$ cat src/rtl/dsc_pkg.sv
package dsc_pkg;

    // Default timing of one conversion, in integration ticks.
    localparam int DEF_CLK_DIV       = 4;
    localparam int DEF_CYCLE_TICKS   = 4000;
    localparam int DEF_SIG_TICKS     = 1000;
    localparam int DEF_REF_MAX_TICKS = 2000;

    // Sequencer phases; the GAP phases hold all switches open for one tick.
    typedef enum logic [2:0] {
        PH_AZ      = 3'd0,
        PH_GAP_SIG = 3'd1,
        PH_SIG     = 3'd2,
        PH_GAP_REF = 3'd3,
        PH_REF     = 3'd4,
        PH_GAP_AZ  = 3'd5
    } phase_e;

    typedef struct packed {
        logic az;
        logic sig;
        logic ref_pos;
        logic ref_neg;
    } sw_t;

    // Switch selection for a phase; a positive integrator calls for the
    // negative reference during de-integration.
    function automatic sw_t sw_decode(phase_e ph, logic integ_pos);
        sw_t s;
        s = '0;
        case (ph)
            PH_AZ:   s.az  = 1'b1;
            PH_SIG:  s.sig = 1'b1;
            PH_REF: begin
                s.ref_neg = integ_pos;
                s.ref_pos = ~integ_pos;
            end
            default: s = '0;
        endcase
        return s;
    endfunction

    function automatic int max2(int a, int b);
        return (a > b) ? a : b;
    endfunction

endpackage

$ cat src/rtl/dsc_tick_gen.sv
module dsc_tick_gen #(
    parameter int CLK_DIV = dsc_pkg::DEF_CLK_DIV
) (
    input  logic clk_i,
    input  logic rst_i,
    output logic tick_o
);
    localparam int DIV_W = $clog2(CLK_DIV + 1);
    localparam logic [DIV_W-1:0] DIV_LAST = DIV_W'(CLK_DIV - 1);

    logic [DIV_W-1:0] div_q;

    always_ff @(posedge clk_i) begin
        if (rst_i) begin
            div_q <= '0;
        end else if (div_q == DIV_LAST) begin
            div_q <= '0;
        end else begin
            div_q <= div_q + 1'b1;
        end
    end

    assign tick_o = (div_q == DIV_LAST);
endmodule

$ cat src/rtl/dsc_phase_ctrl.sv
module dsc_phase_ctrl
    import dsc_pkg::*;
#(
    parameter int CYCLE_TICKS   = DEF_CYCLE_TICKS,
    parameter int SIG_TICKS     = DEF_SIG_TICKS,
    parameter int REF_MAX_TICKS = DEF_REF_MAX_TICKS,
    localparam int CNT_W        = $clog2(REF_MAX_TICKS)
) (
    input  logic             clk_i,
    input  logic             rst_i,
    input  logic             tick_i,
    input  logic             cmp_i,
    output phase_e           phase_o,
    output logic             pos_o,
    output logic             end_o,
    output logic             over_o,
    output logic [CNT_W-1:0] val_o
);
    localparam int CYC_W = $clog2(CYCLE_TICKS);
    localparam int PH_W  = $clog2(max2(SIG_TICKS, REF_MAX_TICKS) + 1);
    localparam logic [CYC_W-1:0] CYC_LAST = CYC_W'(CYCLE_TICKS - 1);
    localparam logic [PH_W-1:0]  SIG_LAST = PH_W'(SIG_TICKS - 1);
    localparam logic [PH_W-1:0]  REF_LAST = PH_W'(REF_MAX_TICKS - 1);

    phase_e          phase_q;
    logic [CYC_W-1:0] cyc_q;
    logic [PH_W-1:0]  ph_q;
    logic             pos_q;
    logic             crossed;
    logic             ref_stop;

    // The comparator has left the level it showed after signal integration.
    assign crossed  = (cmp_i != pos_q);
    assign ref_stop = crossed || (ph_q == REF_LAST);

    always_ff @(posedge clk_i) begin
        if (rst_i) begin
            phase_q <= PH_AZ;
            cyc_q   <= '0;
            ph_q    <= '0;
            pos_q   <= 1'b0;
        end else if (tick_i) begin
            cyc_q <= (cyc_q == CYC_LAST) ? '0 : cyc_q + 1'b1;
            case (phase_q)
                PH_AZ: begin
                    if (cyc_q == CYC_LAST) phase_q <= PH_GAP_SIG;
                end
                PH_GAP_SIG: begin
                    ph_q    <= '0;
                    phase_q <= PH_SIG;
                end
                PH_SIG: begin
                    if (ph_q == SIG_LAST) phase_q <= PH_GAP_REF;
                    else                  ph_q    <= ph_q + 1'b1;
                end
                PH_GAP_REF: begin
                    pos_q   <= cmp_i;
                    ph_q    <= '0;
                    phase_q <= PH_REF;
                end
                PH_REF: begin
                    if (ref_stop) phase_q <= PH_GAP_AZ;
                    else          ph_q    <= ph_q + 1'b1;
                end
                PH_GAP_AZ: phase_q <= PH_AZ;
                default:   phase_q <= PH_AZ;
            endcase
        end
    end

    assign phase_o = phase_q;
    assign pos_o   = pos_q;
    assign end_o   = tick_i && (phase_q == PH_REF) && ref_stop;
    assign over_o  = !crossed;
    // Completed ticks before the current one; saturates at REF_MAX_TICKS-1.
    assign val_o   = CNT_W'(ph_q);
endmodule

$ cat src/rtl/dsc_result_reg.sv
module dsc_result_reg #(
    parameter int CNT_W = 11
) (
    input  logic             clk_i,
    input  logic             rst_i,
    input  logic             load_i,
    input  logic [CNT_W-1:0] val_i,
    input  logic             pos_i,
    input  logic             over_i,
    output logic [CNT_W-1:0] count_o,
    output logic             neg_o,
    output logic             over_o,
    output logic             done_o
);
    always_ff @(posedge clk_i) begin
        if (rst_i) begin
            count_o <= '0;
            neg_o   <= 1'b0;
            over_o  <= 1'b0;
            done_o  <= 1'b0;
        end else begin
            done_o <= load_i;
            if (load_i) begin
                count_o <= val_i;
                neg_o   <= ~pos_i;
                over_o  <= over_i;
            end
        end
    end
endmodule

$ cat src/rtl/dsc_seq.sv
module dsc_seq
    import dsc_pkg::*;
#(
    parameter int CLK_DIV       = DEF_CLK_DIV,
    parameter int CYCLE_TICKS   = DEF_CYCLE_TICKS,
    parameter int SIG_TICKS     = DEF_SIG_TICKS,
    parameter int REF_MAX_TICKS = DEF_REF_MAX_TICKS
) (
    input  logic                             clk_i,
    input  logic                             rst_i,
    input  logic                             cmp_i,
    output logic                             az_en,
    output logic                             sig_en,
    output logic                             ref_pos_en,
    output logic                             ref_neg_en,
    output logic [$clog2(REF_MAX_TICKS)-1:0] count_o,
    output logic                             neg_o,
    output logic                             over_o,
    output logic                             done_o
);
    localparam int CNT_W = $clog2(REF_MAX_TICKS);

    logic             tick;
    phase_e           phase;
    logic             pos;
    logic             end_evt;
    logic             over_evt;
    logic [CNT_W-1:0] val;
    sw_t              sw;

    dsc_tick_gen #(.CLK_DIV(CLK_DIV)) tick_i (
        .clk_i  (clk_i),
        .rst_i  (rst_i),
        .tick_o (tick)
    );

    dsc_phase_ctrl #(
        .CYCLE_TICKS   (CYCLE_TICKS),
        .SIG_TICKS     (SIG_TICKS),
        .REF_MAX_TICKS (REF_MAX_TICKS)
    ) ctrl_i (
        .clk_i   (clk_i),
        .rst_i   (rst_i),
        .tick_i  (tick),
        .cmp_i   (cmp_i),
        .phase_o (phase),
        .pos_o   (pos),
        .end_o   (end_evt),
        .over_o  (over_evt),
        .val_o   (val)
    );

    dsc_result_reg #(.CNT_W(CNT_W)) res_i (
        .clk_i   (clk_i),
        .rst_i   (rst_i),
        .load_i  (end_evt),
        .val_i   (val),
        .pos_i   (pos),
        .over_i  (over_evt),
        .count_o (count_o),
        .neg_o   (neg_o),
        .over_o  (over_o),
        .done_o  (done_o)
    );

    assign sw         = sw_decode(phase, pos);
    assign az_en      = sw.az;
    assign sig_en     = sw.sig;
    assign ref_pos_en = sw.ref_pos;
    assign ref_neg_en = sw.ref_neg;
endmodule

$ cat config.mk
export PLATFORM = sky130hd
export DESIGN_NAME = dsc_seq
export DESIGN_NICKNAME = d
export VERILOG_FILES = /design/src/rtl/dsc_pkg.sv /design/src/rtl/dsc_tick_gen.sv /design/src/rtl/dsc_phase_ctrl.sv /design/src/rtl/dsc_result_reg.sv /design/src/rtl/dsc_seq.sv
export SDC_FILE = /design/constraint.sdc
export NUM_CORES = 1
export LEC_CHECK = 0
export ABC_AREA = 1
export BUFFER_PORTS_ARGS = -buffer_cell sky130_fd_sc_hd__buf_2
export CAP_MARGIN = 20
export CORE_AREA = 2 2 66 68
export DETAILED_ROUTE_END_ITERATION = 12
export DIE_AREA = 0 0 68 70
export PLACE_DENSITY_LB_ADDON = 0.15
export RECOVER_POWER = 100
export REMOVE_ABC_BUFFERS = 1
export SYNTH_ARGS = -nofsm -noshare
export SYNTH_HDL_FRONTEND = slang
export SYNTH_HIERARCHICAL = 1
export SYNTH_SLANG_ARGS = --single-unit
$ cat constraint.sdc
create_clock -name clk_i -period 2.25 [get_ports clk_i]
set_clock_uncertainty 0.2 [all_clocks]
set_input_delay 0.3375 -clock clk_i [delete_from_list [all_inputs] [get_ports clk_i]]
set_output_delay 0.3375 -clock clk_i [all_outputs]
set_load 0.1 [all_outputs]
* Word level (Yosys, flattened, before mapping)
Index checks and enable logic that the tools add are counted.
** Operators by class
- Add/subtract/negate cells :: 3
- Eq/ne operators :: 14
- Muxes and demuxes :: 11
- Bitwise operators :: 1
- Reduce and logical (&&, ||, !) cells :: 11
** Operator list (count)
- $pmux 11 s3 :: 1
- $mux 11 :: 2
- $pmux 3 s5 :: 1
- $add 12x1->12 const B :: 1
- $eq 12x12->1 const B :: 1
- $mux 12 :: 1
- $add 11x1->11 const B :: 1
- $eq 11x10->1 const B :: 1
- $eq 11x11->1 const B :: 1
- $eq 3x2->1 const B :: 3
- $mux 3 :: 3
- $reduce_and 4->1 :: 2
- $ne 2x1->1 const B :: 3
- $ne 2x2->1 const B :: 2
- $reduce_or 2->1 :: 2
- $add 3x1->3 const B :: 1
- $eq 3x1->1 const B :: 1
- $eq 3x3->1 const B :: 1
- $logic_not 3->1 :: 1
- $reduce_bool 3->1 :: 1
- $logic_and 1x1->1 :: 2
- $mux 1 :: 2
- $mux 2 :: 1
- $reduce_and 2->1 :: 1
- other kinds (4) :: 4
** Word-level totals
- Bits in registers :: 44
- Output and inout port bits :: 18
- Logic and storage cells :: 49

* Logic depth before layout (Yosys ltp)
Gate-level depths: netlist (run 1).
- Depth in word-level cells :: 4
- Gate-level depth with buffers :: 13
- Gate-level depth less buffers :: 10

* By module
The synthesis (run 1) kept the hierarchy.
** Modules (own cells, without submodules)
- dsc_phase_ctrl :: instances 1, cells each 248, area an instance 1605.3 um^2, seq. area each 540.5 um^2
- dsc_result_reg :: instances 1, cells each 85, area an instance 573.0 um^2, seq. area each 280.3 um^2
- dsc_tick_gen :: instances 1, cells each 13, area an instance 117.6 um^2, seq. area each 60.1 um^2
- dsc_seq :: instances 1, cells each 7, area an instance 31.3 um^2, seq. area each 0.0 um^2

* Worst setup path after synthesis (run 1)
No wires, ideal clock.
- Kind :: reg2out
- Start :: reg ctrl_i.phase_q[1] (netlist: ctrl_i/phase_o[1])
- End :: out sig_en
- Arrival :: 2623 ps
- Data required time :: 1712 ps
- Setup slack :: -910 ps
- Cell stages (with the launch flop) :: 2
- Path through :: dfxtp_1 > nor3b_1
** On the way
- Word-level cells in the longest chain between the ends :: 2
** Ends and longest elaborated chain
- from (decl) :: line dsc_phase_ctrl.sv:25 : phase_e phase_q;
- from (signal assigned) :: line dsc_phase_ctrl.sv:38 : phase_q <= PH_AZ;
- from (signal assigned) :: line dsc_phase_ctrl.sv:46 : if (cyc_q == CYC_LAST) phase_q <= PH_GAP_SIG;
- from (signal assigned) :: line dsc_phase_ctrl.sv:50 : phase_q <= PH_SIG;
- $eq 3x2->1 :: line dsc_pkg.sv:31 : case (ph)
- $mux 1 :: line dsc_pkg.sv:31
- to (decl) :: line dsc_seq.sv:13 : output logic sig_en,
Every way passes these cells.

* Worst setup path in the final report (run 1)
- Start :: reg tick_i.div_q[0]
- End :: reg ctrl_i.cyc_q[9]
** On the way
- Word-level cells in the longest chain between the ends :: 1
** Ends and longest elaborated chain
- from (decl) :: line dsc_tick_gen.sv:11 : logic [DIV_W-1:0] div_q;
- from (signal assigned) :: line dsc_tick_gen.sv:19 : div_q <= div_q + 1'b1;
- $eq 3x2->1 :: line dsc_tick_gen.sv:23 : assign tick_o = (div_q == DIV_LAST);
- named net tick :: line dsc_seq.sv:23 : logic tick;
- to (signal assigned) :: line dsc_phase_ctrl.sv:43 : cyc_q <= (cyc_q == CYC_LAST) ? '0 : cyc_q + 1'b1;
- to (decl) :: line dsc_phase_ctrl.sv:26 : logic [CYC_W-1:0] cyc_q;
The timed path passes the listed nets, and every way through them passes these cells.
A chain may end at the register's enable or synchronous reset.

==> impl_metrics.tcl, run 1 <==
set metrics [dict create \
    share_comb_of_total_power 0.039 \
    num_antenna_cells 0 \
    p_sw_frac 0.227 \
    via_per_inst 5.08 \
    gp_congestion 0.894 \
    fin_nets 383 \
    grt_setup_unrepaired "false" \
    final_common_cell "nand2_1" \
    tightestPinTransition_ns 0.583 \
    post_drt_wl_per_cell_um 10.9 \
    avgSynthCellArea_um2 6.59 \
    root_buffer "clkbuf_8" \
    fill_cells 408 \
    clk_pin_slew_ns 0.08 \
    hold_violations 0 \
    drv_slew 0 \
    end_kind "register" \
    port_buffers 20 \
    fmax_ghz 0.492 \
    hold_start "cmp_i" \
    fin_crit_ns 2.03 \
    grt_start_max_net_pins 28 \
    die_area_mm2 0.00476 \
    track_usage 0.221 \
    grt_pass1_vias 1903 \
    grt_pass1_wl_um 8070 \
    whs_path_depth 3 \
    remaining_drc_errors 0 \
    grt_overflow_total 0 \
    critical-path-slowest-cell "o21ai_1" \
    power.internal_uw 1020 \
    clock-sinks 44 \
    hold_ws_ns 0.158 \
    fin_area_mm2 0.00252 \
    first_iter_violations 111 \
    cts_max_path_buffers 2 \
    reg2reg_depth 6 \
    synth-seq-cells 44 \
    hpwl_um 3430 \
    synthToLayoutAreaGrowth_pct 8.17 \
    cts_htree_levels 2 \
    crit_chain "ha_1, ha_1, inv_1, o21ai_1, o21bai_1, a21oi_1" \
    seq_area_frac_synth 0.378 \
    antenna_found_initial 0 \
    yosysWarnings 6 \
    clkPwrFrac 0.359 \
    cp.arrival_ns 2.02 \
    r2r_start "tick_i/div_q[0]" \
    max-cap-violations 0 \
    drtAntennaViolNets 0 \
    wl_um 4660 \
    cp_common_cell "ha_1" \
    status "complete, no violations" \
    vdd_drop_max_v 0.000489 \
    final_cell_mix "nand2_1 (88), nor2_1 (70), inv_1 (44), dfxtp_1 (44), clkbuf_2 (19)" \
    drt_first_pass_iters 4 \
    ios 21 \
    hold_path_class "primary input to register" \
    synth_cell_types 28 \
    cts_made_buffers 5 \
    critPathLaunchType "register" \
    place_area_mm2 0.00246 \
    fin_tns_setup_ns 0 \
    vias 2173 \
    synthCells 353 \
    synth.cell_area_mm2 0.00233 \
    critPathMaxStageDelay_ns 0.51 \
    cp_max_fo 9 \
    drive_above_1_share 0.117 \
    postCtsHoldBufs 0 \
    clk_latency_ns 0.30 \
    worstSetupStartpoint "tick_i/div_q[0]" \
    core_area_mm2 0.00414 \
    postCtsSetupRepairBufs 0 \
    worstSetupPathType "register to register" \
    rows 24 \
    post-route-period-util 0.903 \
    ctsResizeCount 0 \
    p_sw_uw 298 \
    tritoncts "built" \
    pwr-share-seq 0.602 \
    die-width_um 68 \
    cp_data_required_time_ns 2.23 \
    leakagePower_uw 0.00104 \
    utilization 0.607 \
    max-slew-margin-rel 0.609 \
    pwr_density_cell_mw_per_mm2 522 \
    die_y_um 70 \
    initial_core_util 0.562 \
    setup_viol 0 \
]
## sequential cells by signal, indices dropped and copies added, names as in the netlist
signal / flops
ctrl_i/cyc_q: 12
ctrl_i/val_o: 11
res_i/count_o: 11
ctrl_i/phase_o: 3
tick_i/div_q: 3
ctrl_i/pos_o: 1
res_i/done_o: 1
res_i/neg_o: 1
res_i/over_o: 1
## layout make-up
cell class	count	area, µm²	share of cell area
multi-input combinational	250	1170	0.466
clock buffer	6	72.6	0.0288
sequential	44	881	0.350
timing repair buffer	25	131	0.0522
inverter	50	190	0.0755
clock inverter	1	5.00	0.00199
tap	52	65.1	0.0258
## cell usage after synthesis
cell type,n,share of area
buf_6,4,0.019
nor2_1,70,0.11
o21ai_2,1,0.0038
buf_2,2,0.0043
a21oi_1,17,0.037
nand2_1,87,0.14
xor2_1,2,0.0075
a21oi_2,1,0.0038
nor3_2,1,0.0043
nor3b_1,4,0.013
inv_2,5,0.0081
o21ai_0,10,0.022
xnor2_1,2,0.0075
clkbuf_1,1,0.0016
nor2_2,3,0.0081
dfxtp_1,44,0.38
o21a_1,1,0.0032
nand2_2,4,0.011
nand4_1,16,0.043
a31oi_1,1,0.0027
nor3_1,12,0.026
ha_1,4,0.022
nand3_4,2,0.015
o21bai_1,1,0.0032
nand3_1,11,0.024
inv_4,1,0.0027
inv_1,44,0.071
buf_4,2,0.0064
## stage by stage
stage | setup WS, ns | total power, µW | instances
finish | 0.217 | 1310 | 428
global route | 0.0189 | 1360 | 428
CTS | 0.244 | 1330 | 428
detailed placement | 0.260 | 864 | 421
global placement | 0.276 | 863 | 421
floorplan | -0.910 | 846 | 344
## power by group through the flow
stage	sequential (µW)	clock [µW]	combinational, µW
finish	791	472	51.7
global route	791	510	61.3
CTS	791	488	55.1
detailed placement	809	0	54.8
global placement	809	0	54.7
floorplan	808	0	37.3
## final timing paths
kind | to | slack, ns
worst max register to register | ctrl_i/cyc_q[9] | 0.22
worst min register to register | tick_i/div_q[0] | 0.23
worst max-delay path | ctrl_i/cyc_q[9] | 0.22
worst min-delay path | ctrl_i/pos_o | 0.16
## routing by layer
metal	up-vias	GRT usage	routed length, µm
li1	1158	-	-
met1	957	0.262	2100
met2	47	0.376	2260
met3	11	0.0483	199
met4	0	0.0867	104
met5	-	0	0
## critical path: cells and delay by family (launching register included)
kind,cells,cell delay [ns]
compound gates,3,0.76
fa+ha+maj,2,0.43
buf+inv,1,0.17
flops,1,0.34
## logic make-up (layout without fill, tap and decap cells)
logic type / count (synthesis) / in the layout / share of synthesized area
flops: 44 / 44 / 0.378
simple gates: 210 / 210 / 0.397
buf+inv: 59 / 82 / 0.113
xor+xnor: 4 / 4 / 0.0151
fa+ha+maj: 4 / 4 / 0.0215
compound gates: 32 / 32 / 0.0747
Power figures use the tool's default switching activity.
==> inputs of run 2 (changes only) <==
--- a/config.mk
+++ b/config.mk
@@ -13,7 +13,6 @@
 export DIE_AREA = 0 0 68 70
 export PLACE_DENSITY_LB_ADDON = 0.15
 export RECOVER_POWER = 100
-export REMOVE_ABC_BUFFERS = 1
 export SYNTH_ARGS = -nofsm -noshare
 export SYNTH_HDL_FRONTEND = slang
 export SYNTH_HIERARCHICAL = 1
==> impl_metrics.tcl, run 2 (same netlist as run 1, synthesis figures left out) <==
set metrics [dict create \
    status "complete, no violations" \
    drv_slew 0 \
    post-route-period-util 0.907 \
    critPathMaxStageDelay_ns 0.54 \
    finalPower_uw 1360 \
    initial_core_util 0.562 \
    hold_violations 0 \
    final_common_cell "nand2_1" \
    grt_pass1_wl_um 7780 \
    tritoncts "built" \
    p_sw_uw 312 \
    wl_um 4710 \
    drtAntennaViolNets 0 \
    postCtsSetupRepairBufs 0 \
    drt_first_pass_iters 4 \
    postCtsHoldBufs 0 \
    synthToLayoutAreaGrowth_pct 10.2 \
    whs_path_depth 3 \
    fin_tns_setup_ns 0 \
    setup_viol 0 \
    leakagePower_uw 0.00105 \
    post_drt_wl_per_cell_um 11.0 \
    clkPwrFrac 0.382 \
    die_area_mm2 0.00476 \
    grt_pass1_vias 1876 \
    fmax_ghz 0.490 \
    share_comb_of_total_power 0.039 \
    num_antenna_cells 0 \
    critPathLaunchType "register" \
    final_cell_mix "nand2_1 (88), nor2_1 (71), inv_1 (44), dfxtp_1 (44), a21oi_1 (18)" \
    die_y_um 70 \
    cts_htree_levels 2 \
    gp_congestion 0.967 \
    ios 21 \
    drive_above_1_share 0.124 \
    cts_made_buffers 5 \
    tightestPinTransition_ns 1.16 \
    vdd_drop_max_v 0.000415 \
    clock-sinks 44 \
    p_sw_frac 0.228 \
    fin_nets 384 \
    cp_data_required_time_ns 1.71 \
    antenna_found_initial 0 \
    hold_ws_ns 0.159 \
    cp_max_fo 10 \
    first_iter_violations 154 \
    remaining_drc_errors 0 \
    end_kind "output pin" \
    fill_cells 397 \
    power.internal_uw 1050 \
    largest-register "ctrl_i/cyc_q" \
    max-slew-margin-rel 0.232 \
    reg2reg_depth 11 \
    clk_pin_slew_ns 0.08 \
    worstSetupPathType "register to output pin" \
    grt_overflow_total 0 \
    grt_start_max_net_pins 28 \
    syn_nets 360 \
    cts_max_path_buffers 2 \
    max-cap-violations 0 \
    die-width_um 68 \
    pwr_density_cell_mw_per_mm2 532 \
    port_buffers 20 \
    dpl_worst_slack_ns 0.316 \
    largest_reg_flops 12 \
    core_area_mm2 0.00414 \
    via_per_inst 4.99 \
    track_usage 0.209 \
    crit_chain "nand2_1, nor2_1, clkbuf_2" \
    critical-path-slowest-cell "dfxtp_1" \
    cp.depth 3 \
    clk_latency_ns 0.29 \
    hpwl_um 3390 \
    pwr-share-seq 0.579 \
    path_buf_inv 1 \
    vias 2144 \
    hold_path_class "primary input to register" \
    crit_family "flip-flops" \
    fin_crit_ns 2.04 \
    rows 24 \
    worst_slack_ns 0.208 \
    grt_setup_unrepaired "false" \
    root_buffer "clkbuf_8" \
    cp.arrival_ns 1.50 \
    ctsResizeCount 0 \
]
[run 2: cell types whose count changed in the layout (fill, tap and decap cells not counted)]
cell,change
nor3b_1,-1
nor2_1,+1
clkinvlp_4,+2
o21ai_1,-1
clkbuf_8,+1
o21ai_2,+1
buf_12,+1
nor2_2,-1
clkinv_2,-1
nor3b_2,+1
buf_4,+1
clkbuf_2,-2
[run 2: final timing paths]
check,start,to,slack (ns)
max,ctrl_i/phase_o[2],ref_pos_en,0.21
min,cmp_i,ctrl_i/pos_o,0.16
max reg2reg,ctrl_i/val_o[1],res_i/count_o[0],0.21
min reg2reg,tick_i/div_q[0],tick_i/div_q[0],0.23
[run 2: final cells by class]
class / instances / area (µm²) / share of cell area
Tap cell: 52 / 65.1 / 0.0254
Multi-Input combinational cell: 250 / 1180 / 0.460
Inverter: 50 / 190 / 0.0741
Clock inverter: 2 / 15.0 / 0.00585
Clock buffer: 6 / 82.6 / 0.0322
Sequential cell: 44 / 881 / 0.343
Timing Repair Buffer: 26 / 153 / 0.0595
[run 2: metrics by stage]
stage          cells  cell area [µm²]  utilization
2_1_floorplan    353             2340            -
6_report         430             2560        0.619
5_1_grt          430             2560        0.619
3_3_place_gp     422             2490        0.600
4_1_cts          430             2580        0.623
3_5_place_dp     422             2490        0.600
[run 2: power by group through the flow]
stage	registers, µW	logic (µW)	clock network (µW)
6_report	790	53.3	521
5_1_grt	792	62.2	567
4_1_cts	791	55.3	536
3_5_place_dp	809	54.9	0
3_3_place_gp	809	54.3	0
2_1_floorplan	808	41.9	0
[run 2: routing by layer]
metal,share of wire,GRT usage,vias up
li1,-,-,1156
met2,0.51,0.373,40
met1,0.46,0.246,946
met3,0.032,0.0370,2
met4,0.0053,0.0622,0
met5,0,0,-
[run 2: worst register-to-register path: stages, from the launching register on]
cell     delay [ns]
dfxtp_1        0.40
ha_1           0.24
nand2_1        0.10
nor2_1         0.21
nand3_1        0.13
nand2_1        0.09
nand2_2        0.05
nor2_1         0.17
buf_12         0.19
nand2_1        0.08
nand2_1        0.06
nor2_1         0.04
==> inputs of run 3 (changes only) <==
--- a/config.mk
+++ b/config.mk
@@ -5,12 +5,11 @@
 export SDC_FILE = /design/constraint.sdc
 export NUM_CORES = 1
 export LEC_CHECK = 0
-export ABC_AREA = 1
 export BUFFER_PORTS_ARGS = -buffer_cell sky130_fd_sc_hd__buf_2
 export CAP_MARGIN = 20
-export CORE_AREA = 2 2 66 68
+export CORE_AREA = 2 2 64 66
 export DETAILED_ROUTE_END_ITERATION = 12
-export DIE_AREA = 0 0 68 70
+export DIE_AREA = 0 0 66 68
 export PLACE_DENSITY_LB_ADDON = 0.15
 export RECOVER_POWER = 100
 export SYNTH_ARGS = -nofsm -noshare
==> impl_metrics.tcl, run 3 <==
set metrics [dict create \
    status "complete, no violations" \
    synthToLayoutAreaGrowth_pct 15.2 \
    via_per_inst 5.51 \
    fin_crit_ns 2.11 \
    drive_above_1_share 0.213 \
    whs_path_depth 2 \
    reg2reg_depth 6 \
    avgSynthCellArea_um2 9.24 \
    synthCells 229 \
    fmax_ghz 0.473 \
    setup_viol 0 \
    remaining_drc_errors 0 \
    grtUsageMet1 0.307 \
    cts_htree_levels 2 \
    yosysMostFrequentCell "dfxtp_1" \
    antenna_found_initial 0 \
    grt_busiest_layer "met1" \
    synth.cell_area_mm2 0.00212 \
    first_iter_violations 117 \
    clk_latency_ns 0.29 \
    yosysWarnings 6 \
    tightestPinTransition_ns 0.552 \
    hold_path_class "primary input to register" \
    grt_pass1_vias 1452 \
    async_flop_share 0 \
    grt_start_max_net_pins 29 \
    grt_pass1_wl_um 7000 \
    synth_area_leaders "dfxtp_1 (42%), mux2i_1 (7.1%), nor2_1 (6.7%)" \
    yosysTopAreaCellShare 0.416 \
    cp_data_required_time_ns 1.71 \
    hold_ws_ns 0.0796 \
    grt_setup_unrepaired "false" \
    final_common_cell "dfxtp_1" \
    drv_slew 0 \
    synth_cell_types 55 \
    die_area_mm2 0.00449 \
    r2r_start "ctrl_i/val_o[0]" \
    clk_pin_slew_ns 0.09 \
    min_to "ctrl_i/val_o[10]" \
    max-slew-margin-rel 0.634 \
    leakagePower_uw 0.000864 \
    cts_made_buffers 5 \
    fin_tns_setup_ns 0 \
    drt_first_pass_iters 4 \
    cp.arrival_ns 1.58 \
    gr-usage-met2 0.293 \
    hpwl_um 2980 \
    final_cell_mix "dfxtp_1 (43), nor2_1 (38), clkbuf_2 (18)" \
    track_usage 0.205 \
    synth_ff_type "dfxtp_1" \
    seq_area_frac_synth 0.416 \
    syn_nets 236 \
    vdd_drop_max_v 0.000607 \
    cp_max_fo 13 \
    critPathLaunchType "register" \
    synth.cells.most_frequent "dfxtp_1 (44), nor2_1 (38), mux2i_1 (15), o21ai_0 (12)" \
    reg2reg_to "ctrl_i/val_o[9]" \
    grt_overflow_total 0 \
    vias 1697 \
    post_drt_wl_per_cell_um 14.1 \
    max-cap-violations 0 \
    num_antenna_cells 0 \
    dpl_worst_slack_ns 0.117 \
    pwr_density_cell_mw_per_mm2 610 \
    worst_slack_ns 0.135 \
    largest_reg_flops 12 \
    fin_nets 264 \
    root_buffer "clkbuf_8" \
    synth-seq-cells 44 \
    post-route-period-util 0.940 \
    wl_um 4340 \
    tritoncts "built" \
    met3_usage 0.0444 \
    gp_congestion 0.820 \
    hold_start "rst_i" \
    clock-sinks 44 \
    initial_core_util 0.549 \
    drtAntennaViolNets 0 \
    port_buffers 20 \
    worstSetupPathType "register to output pin" \
    die-width_um 66 \
    yosysTopAreaCell "dfxtp_1" \
    synth_edf_count 0 \
    r2r_setup_slack_ns 0.15 \
    core_area_mm2 0.00386 \
    die_y_um 68 \
    cts_max_path_buffers 2 \
    largest-register "ctrl_i/cyc_q" \
    rows 23 \
    postCtsSetupRepairBufs 0 \
    end_kind "output pin" \
    ios 21 \
    hold_violations 0 \
]
run 3: cell count changes after synthesis, sizes merged, moves of 5 or more:
cell / change
nand2: -81
inv: -44
nor2: -35
mux2i: +15
nand4: -10
a21oi: -7
nor3: -7
xor2: +5
run 3: power breakdown:
part | leakage [µW] | switching, µW | internal, µW
Combinational | 0.000447 | 33.9 | 19.8
Sequential | 0.000355 | 3.84 | 786
Clock | 0.0000614 | 281 | 363
run 3: metrics by stage:
stage / cell area, µm² / util / power, µW / std cells
2_1_floorplan: 2130 / - / 842 / 229
3_3_place_gp: 2320 / 0.602 / 860 / 300
3_5_place_dp: 2320 / 0.602 / 862 / 300
4_1_cts: 2440 / 0.633 / 1500 / 308
5_1_grt: 2440 / 0.632 / 1520 / 308
6_report: 2440 / 0.632 / 1490 / 308
run 3: worst max-delay path, cell delays in order (launching register included):
cell and delay [ns]:
dfxtp_1 0.61, nor3b_2 0.23, buf_2 0.44
run 3: kinds of logic (layout without fill, tap and decap cells):
group,Yosys count,in the layout,synth area share
adders and majority gates,4,4,0.0237
buffers and inverters,15,44,0.0414
xor gates and xnor gates,12,12,0.0497
muxes,15,15,0.0710
and+or+nand+nor,102,102,0.270
AOI/OAI and AO/OA,37,37,0.128
DFF,44,44,0.416
run 3: how the worst max path moves through the flow:
stage                                 start         endpoint  slack, ns
after floorplan           ctrl_i/phase_o[1]           sig_en       0.07
after global placement      ctrl_i/val_o[0]  ctrl_i/val_o[9]       0.16
after detailed placement    ctrl_i/val_o[0]  ctrl_i/val_o[9]       0.12
after CTS                 ctrl_i/phase_o[2]       ref_pos_en       0.02
after global routing        ctrl_i/val_o[0]  ctrl_i/val_o[9]      0.006
final                     ctrl_i/phase_o[1]           sig_en       0.14
run 3: area by class of cell:
type | count | area, µm²
Multi-Input combinational cell | 170 | 1160
Inverter | 6 | 22.5
Tap cell | 50 | 62.6
Clock inverter | 2 | 38.8
Sequential cell | 44 | 882
Clock buffer | 6 | 82.6
Fill cell | 353 | 1420
Timing Repair Buffer | 30 | 185
run 3: layer usage:
metal / wire (µm) / up-vias
li1: - / 869
met1: 2310 / 786
met2: 1860 / 40
met3: 153 / 2
met4: 12 / 0
met5: 0 / -
run 3: what timing repair did:
action	in CTS	in global routing
hold buffers	0	0
resized for setup	0	2
endpoints found under the setup margin	0	4
